--- src/rtl/pr_pkg.sv ---
package pr_pkg;
  // Index width for a set of n items (at least one bit).
  function automatic int unsigned idx_w(input int unsigned n);
    return (n < 2) ? 1 : $clog2(n);
  endfunction
endpackage

--- src/rtl/pr_sel_regs.sv ---
module pr_sel_regs #(
  parameter int unsigned NUM_PADS = 4,
  parameter int unsigned SEL_W    = 2,
  parameter int unsigned ADDR_W   = 3
) (
  input  logic                      clk,
  input  logic                      rst,
  input  logic                      we,
  input  logic [ADDR_W-1:0]         addr,
  input  logic [SEL_W-1:0]          wdata,
  output logic [SEL_W-1:0]          rdata,
  output logic [NUM_PADS*SEL_W-1:0] sel_flat
);
  localparam int unsigned PAD_IW = pr_pkg::idx_w(NUM_PADS);
  localparam logic [ADDR_W:0] PAD_LIMIT = (ADDR_W+1)'(NUM_PADS);

  logic [SEL_W-1:0] sel_q [NUM_PADS];
  logic             in_range;

  assign in_range = ({1'b0, addr} < PAD_LIMIT);

  always_ff @(posedge clk) begin
    if (rst) begin
      for (int i = 0; i < NUM_PADS; i++) sel_q[i] <= '0;
      rdata <= '0;
    end else begin
      if (we && in_range) sel_q[addr[PAD_IW-1:0]] <= wdata;
      rdata <= in_range ? sel_q[addr[PAD_IW-1:0]] : '0;
    end
  end

  for (genvar p = 0; p < NUM_PADS; p++) begin : g_flat
    assign sel_flat[p*SEL_W +: SEL_W] = sel_q[p];

    // a write to this pad lands on the next edge
    a_r2_write_lands: assert property (@(posedge clk) disable iff (rst)
      (we && ({1'b0, addr} == (ADDR_W+1)'(p))) |=> (sel_q[p] == $past(wdata)));
  end

  // selects are zero right after reset
  a_r1_reset_zero: assert property (@(posedge clk) disable iff (rst)
    $past(rst) |-> (sel_flat == '0));

  // out-of-range writes leave every select untouched
  a_r3_oor_ignored: assert property (@(posedge clk) disable iff (rst)
    (we && !in_range) |=> $stable(sel_flat));
endmodule

--- src/rtl/pr_out_mux.sv ---
module pr_out_mux #(
  parameter int unsigned SEL_W  = 2,
  parameter int unsigned NUM_FN = 8,
  parameter int unsigned FN_IW  = 4,
  parameter logic [(2**SEL_W)*FN_IW-1:0] SLOT_ROW = '0,
  parameter logic [NUM_FN-1:0] FN_BUS      = '0,
  parameter logic [NUM_FN-1:0] FN_OE_CONST = '0
) (
  input  logic [SEL_W-1:0]  sel,
  input  logic [NUM_FN-1:0] fn_out,
  input  logic [NUM_FN-1:0] fn_oe,
  output logic [FN_IW-1:0]  pad_fn,
  output logic              pad_out,
  output logic              pad_oe
);
  localparam int unsigned SLOTS = 2**SEL_W;

  // Slot lookup: which function this pad currently names.
  always_comb begin
    pad_fn = '1;
    for (int s = 0; s < SLOTS; s++)
      if (sel == SEL_W'(s)) pad_fn = SLOT_ROW[s*FN_IW +: FN_IW];
  end

  // Data and enable share one selection; empty slots fall through as 0.
  always_comb begin
    pad_out = 1'b0;
    pad_oe  = 1'b0;
    for (int f = 0; f < NUM_FN; f++) begin
      if (pad_fn == FN_IW'(f)) begin
        pad_out = fn_out[f];
        pad_oe  = FN_BUS[f] ? fn_oe[f] : FN_OE_CONST[f];
      end
    end
  end
endmodule

--- src/rtl/pr_in_prio.sv ---
module pr_in_prio #(
  parameter int unsigned NUM_PADS = 4,
  parameter int unsigned FN_IW    = 4,
  parameter int unsigned FN_ID    = 0,
  parameter bit          HAS_IN   = 1'b1
) (
  input  logic                      clk,
  input  logic                      rst,
  input  logic [NUM_PADS*FN_IW-1:0] pad_fn_flat,
  input  logic [NUM_PADS-1:0]       pad_in,
  output logic                      fn_in
);
  logic [NUM_PADS-1:0] match;
  logic [NUM_PADS-1:0] grant;
  logic                found;

  for (genvar p = 0; p < NUM_PADS; p++) begin : g_match
    assign match[p] = (pad_fn_flat[p*FN_IW +: FN_IW] == FN_IW'(FN_ID));
  end

  // Lowest-index matching pad wins.
  always_comb begin
    grant = '0;
    found = 1'b0;
    for (int p = 0; p < NUM_PADS; p++) begin
      if (match[p] && !found) begin
        grant[p] = 1'b1;
        found    = 1'b1;
      end
    end
  end

  assign fn_in = HAS_IN ? |(grant & pad_in) : 1'b0;

  // at most one pad forwarded, and only a pad that selects this function
  a_r7_single_grant: assert property (@(posedge clk) disable iff (rst)
    $onehot0(grant) && ((grant & ~match) == '0));

  // no pad aimed here means the default level 0
  a_r8_idle_zero: assert property (@(posedge clk) disable iff (rst)
    (match == '0) |-> !fn_in);
endmodule

--- src/rtl/pad_router.sv ---
module pad_router #(
  parameter int unsigned NUM_PADS = 4,
  parameter int unsigned SEL_W    = 2,
  parameter int unsigned NUM_FN   = 8,
  parameter int unsigned ADDR_W   = 3,
  parameter int unsigned FN_IW    = pr_pkg::idx_w(NUM_FN + 1),
  parameter logic [NUM_PADS*(2**SEL_W)*FN_IW-1:0] SLOT_MAP = 64'h6573_8452_7651_8640,
  parameter logic [NUM_FN-1:0] FN_BUS      = 8'h4F,
  parameter logic [NUM_FN-1:0] FN_OE_CONST = 8'h90,
  parameter logic [NUM_FN-1:0] FN_HAS_IN   = 8'h6F
) (
  input  logic                clk,
  input  logic                rst,
  input  logic                cfg_we,
  input  logic [ADDR_W-1:0]   cfg_addr,
  input  logic [SEL_W-1:0]    cfg_wdata,
  output logic [SEL_W-1:0]    cfg_rdata,
  input  logic [NUM_FN-1:0]   fn_out,
  input  logic [NUM_FN-1:0]   fn_oe,
  output logic [NUM_FN-1:0]   fn_in,
  input  logic [NUM_PADS-1:0] pad_in,
  output logic [NUM_PADS-1:0] pad_out,
  output logic [NUM_PADS-1:0] pad_oe
);
  localparam int unsigned SLOTS = 2**SEL_W;
  localparam int unsigned ROW_W = SLOTS * FN_IW;

  logic [NUM_PADS*SEL_W-1:0] sel_flat;
  logic [NUM_PADS*FN_IW-1:0] pad_fn_flat;

  pr_sel_regs #(
    .NUM_PADS(NUM_PADS), .SEL_W(SEL_W), .ADDR_W(ADDR_W)
  ) u_regs (
    .clk(clk), .rst(rst), .we(cfg_we), .addr(cfg_addr), .wdata(cfg_wdata),
    .rdata(cfg_rdata), .sel_flat(sel_flat)
  );

  for (genvar p = 0; p < NUM_PADS; p++) begin : g_pad
    pr_out_mux #(
      .SEL_W(SEL_W), .NUM_FN(NUM_FN), .FN_IW(FN_IW),
      .SLOT_ROW(SLOT_MAP[p*ROW_W +: ROW_W]),
      .FN_BUS(FN_BUS), .FN_OE_CONST(FN_OE_CONST)
    ) u_omux (
      .sel(sel_flat[p*SEL_W +: SEL_W]), .fn_out(fn_out), .fn_oe(fn_oe),
      .pad_fn(pad_fn_flat[p*FN_IW +: FN_IW]),
      .pad_out(pad_out[p]), .pad_oe(pad_oe[p])
    );

    // an empty slot never drives the pad
    a_r6_empty_slot: assert property (@(posedge clk) disable iff (rst)
      (pad_fn_flat[p*FN_IW +: FN_IW] >= FN_IW'(NUM_FN)) |-> (!pad_out[p] && !pad_oe[p]));
  end

  for (genvar f = 0; f < NUM_FN; f++) begin : g_fn
    pr_in_prio #(
      .NUM_PADS(NUM_PADS), .FN_IW(FN_IW), .FN_ID(f), .HAS_IN(FN_HAS_IN[f])
    ) u_iprio (
      .clk(clk), .rst(rst), .pad_fn_flat(pad_fn_flat), .pad_in(pad_in),
      .fn_in(fn_in[f])
    );
  end
endmodule

--- config.mk ---
export PLATFORM = sky130hd
export DESIGN_NAME = pad_router
export DESIGN_NICKNAME = d
export VERILOG_FILES = /design/src/rtl/pr_pkg.sv /design/src/rtl/pr_sel_regs.sv /design/src/rtl/pr_out_mux.sv /design/src/rtl/pr_in_prio.sv /design/src/rtl/pad_router.sv
export SDC_FILE = /design/constraint.sdc
export NUM_CORES = 1
export LEC_CHECK = 0
export BUFFER_PORTS_ARGS = -buffer_cell sky130_fd_sc_hd__buf_2
export CAP_MARGIN = 20
export CORE_UTILIZATION = 50
export CTS_BUF_LIST = sky130_fd_sc_hd__clkbuf_2 sky130_fd_sc_hd__clkbuf_4 sky130_fd_sc_hd__clkbuf_8
export DETAILED_ROUTE_END_ITERATION = 6
export GPL_TIMING_DRIVEN = 0
export PLACE_DENSITY = 0.86
export SLEW_MARGIN = 20
export SYNTH_ARGS = -nofsm -noshare
export SYNTH_HDL_FRONTEND = slang
export SYNTH_SLANG_ARGS = --single-unit
--- constraint.sdc ---
create_clock -name clk -period 2.9 [get_ports clk]
set_input_delay 0.87 -clock clk [delete_from_list [all_inputs] [get_ports clk]]
set_output_delay 0.87 -clock clk [all_outputs]
set_load 0.02 [all_outputs]
==> reports/results.tsv <==
metric	value	unit
GR Util All Layers	21.77	%
die footprint	2480	um^2
DR iter-0 viols	31	
Psw	168.0	uW
Filler Cells Inserted	166	
latest clock arrival within the worst-skew pair	0.27	ns
RSZ-0062 raised after global routing	yes	
final hold violations	0	
die width	49.80	um
Crit path largest cell delay	0.42	ns
Main synth FF type	edfxtp_1	
skew final	0.004936	ns
Yosys cell types	37	
Worst EP arrival	1.98	ns
initial antenna violation count	0	
DRT Pass-1 Iters	4	
clk buf depth	2	
fin. max-slew vios	0	
Die Ht	49.80	um
grt total ovfl	0	
most frequent cells in the layout	38 x buf_2, 21 x buf_4, 16 x nand2_1	
Starting Density	55.40	%
largest net degree at the start of global routing	9	
Post-DP HPWL	1.961	mm
final worst path period need	2.853	ns
switching part of the total power	33.21	%
clock sink count	10	
Clock Tree Root	clkbuf_4	
Synth Warn #	0	
final wirelength	2.567	mm
Finished Cell Area	1469	um^2
total core area	2062	um^2
Placer Congestion	0.9133	
H-Tree Level Count	1	
Critical Path RT	2.03	ns
leak pwr	0.7282	nW
Power Internal	337.9	uW
# diodes	0	
Period Utilization, post-route	98.39	%
Buffers on Ports	38	
Via Count	1116	
CP bufs+invs	3	
Worst VDD drop	0.3218	mV
Gate power share	43.7	%
setup_tns	0	ns
mapped cell area	1142	um^2
PD cells	344.4	nW/um^2
clock-pin slew on the worst setup and hold paths	0.06	ns
Cells after Synth	134	
critical path launch point type	flip-flop	
wire per inst	12.28	um
Detail Route Antenna Nets	0	
sequential fraction of the synthesis area	24.53	%
share of the synthesized area in the top cell type	21.03	%
# nets final	221	
Critical Path End Type	output port	
vias per cell	5.340	
global-route wire length before repair	4.222	mm
Worst Hold Class	input port to flip-flop	
total of max-cap violations	0	
Fmax	0.3505	GHz
most common cell after layout, fill and taps aside	buf_2	
type of the worst setup path	flip-flop to output port	
EDFF count, synth	8	
Overall Power	505.9	uW
crit-path cells	inv_2 -> ha_2 -> a21o_2 -> a21oi_2 -> o41ai_1 -> a31oi_1 -> buf_4 -> buf_2	
setup violators final	0	
async set or reset register ratio after synthesis	0	%
fin util	71.24	%
synth top area cells	edfxtp_1 21%, ha_1 11%, buf_4 11%	
Max FO, Critical Path	6	
slowest cell on the critical path	edfxtp_1	
status	finished clean	
Area Overhead vs Synth	28.59	%
Clock power frac	21.2	%
hold buffers post-CTS	0	
synthesis-stage register bit count	10	
placed cell area	1370	um^2
TritonCTS clock tree	yes	
vias in the first global route	1059	
syn_area_per_cell	8.525	um^2
cell taking the most area after synthesis	edfxtp_1	
Std-Cell Rows	16	
Seq pwr share	35.0	%
CTS Buf Count	3	
layout cells sized above 1	47.25	%
Crit path max-delay family	compound AO/OA/AOI/OAI gates	
Post-route DRC	0	
# IOs	46	
-- timing repair --
action                     4_1_cts  5_1_grt
setup endpoints to repair        4        5
pin swaps                        2        1
setup buffers                    3        2
gates resized for setup          3        9
-- power by group through the flow --
stage | clock, mW | combinational, mW | sequential [mW]
final | 0.107 | 0.221 | 0.177
after global placement | 0 | 0.199 | 0.179
after CTS | 0.107 | 0.210 | 0.177
after global routing | 0.115 | 0.240 | 0.179
after detailed placement | 0 | 0.203 | 0.180
after floorplan | 0 | 0.147 | 0.178
-- cell type report --
type	count	area [um^2]	area share (%)
multi-input combinational	95	708.2	48.21
sequential	10	280.3	19.08
timing repair buffer	43	227.7	15.50
buffer	19	147.6	10.05
inverter	11	41.29	2.811
tap	27	33.78	2.300
clock buffer	4	30.03	2.044
-- routing by layer --
layer	wire, um	global-route usage (%)	vias up
met5	0	0	-
met4	29	6.190	0
met3	146	2.778	5
met2	1370	43.69	48
met1	1020	22.93	508
li1	-	-	555
-- per-stage QoR --
step | hold WS [ns] | worst slack [ns] | cells
finish | 0.8174 | 0.04675 | 209
global route | 0.8225 | -0.02125 | 209
floorplan | 0.7474 | 0.4457 | 135
global placement | 0.8081 | 0.1519 | 200
detailed placement | 0.8181 | 0.1473 | 200
CTS | 0.8176 | 0.01866 | 207
-- synthesized netlist by cell type, drive strengths merged (2+ instances only) --
library cell,count
a31o,2
a2111oi,2
and2,3
inv,11
nand2,16
nor3b,2
nand4b,2
nor3,2
nand3,3
nor2,13
o21bai,2
edfxtp,8
nand2b,4
and3,2
mux4,4
o21ai,6
ha,10
a21o,3
buf,18
dfxtp,2
a21oi,7
a31oi,2
o41ai,2
-- worst paths after layout --
kind,end,depth (start not counted),slack (ns),start
worst min register to register,u_regs.rdata[0]$_SDFF_PP0_,2,0.86,u_regs.sel_q[0][0]$_SDFFCE_PN0P_
worst max register to register,u_regs.rdata[0]$_SDFF_PP0_,3,1.60,u_regs.sel_q[2][0]$_SDFFCE_PN0P_
worst min-delay path,u_regs.rdata[1]$_SDFF_PP0_,2,0.82,cfg_addr[2]
worst max-delay path,pad_out[2],8,0.05,u_regs.sel_q[2][1]$_SDFFCE_PN0P_
-- flip-flops by register name, indices dropped and copies added, names as in the netlist --
| register | flops |
|---|---|
| u_regs.sel_q | 8 |
| u_regs.rdata | 2 |
-- cells by family after synthesis --
logic type	after synthesis	synth area share (%)
muxes	5	9.091
other	1	0.3283
DFF	10	24.53
buffers and inverters	30	16.54
AOI/OAI and AO/OA	28	16.65
and+or+nand+nor	50	21.91
adders and majority gates	10	10.95
Power figures use the tool's default switching activity.
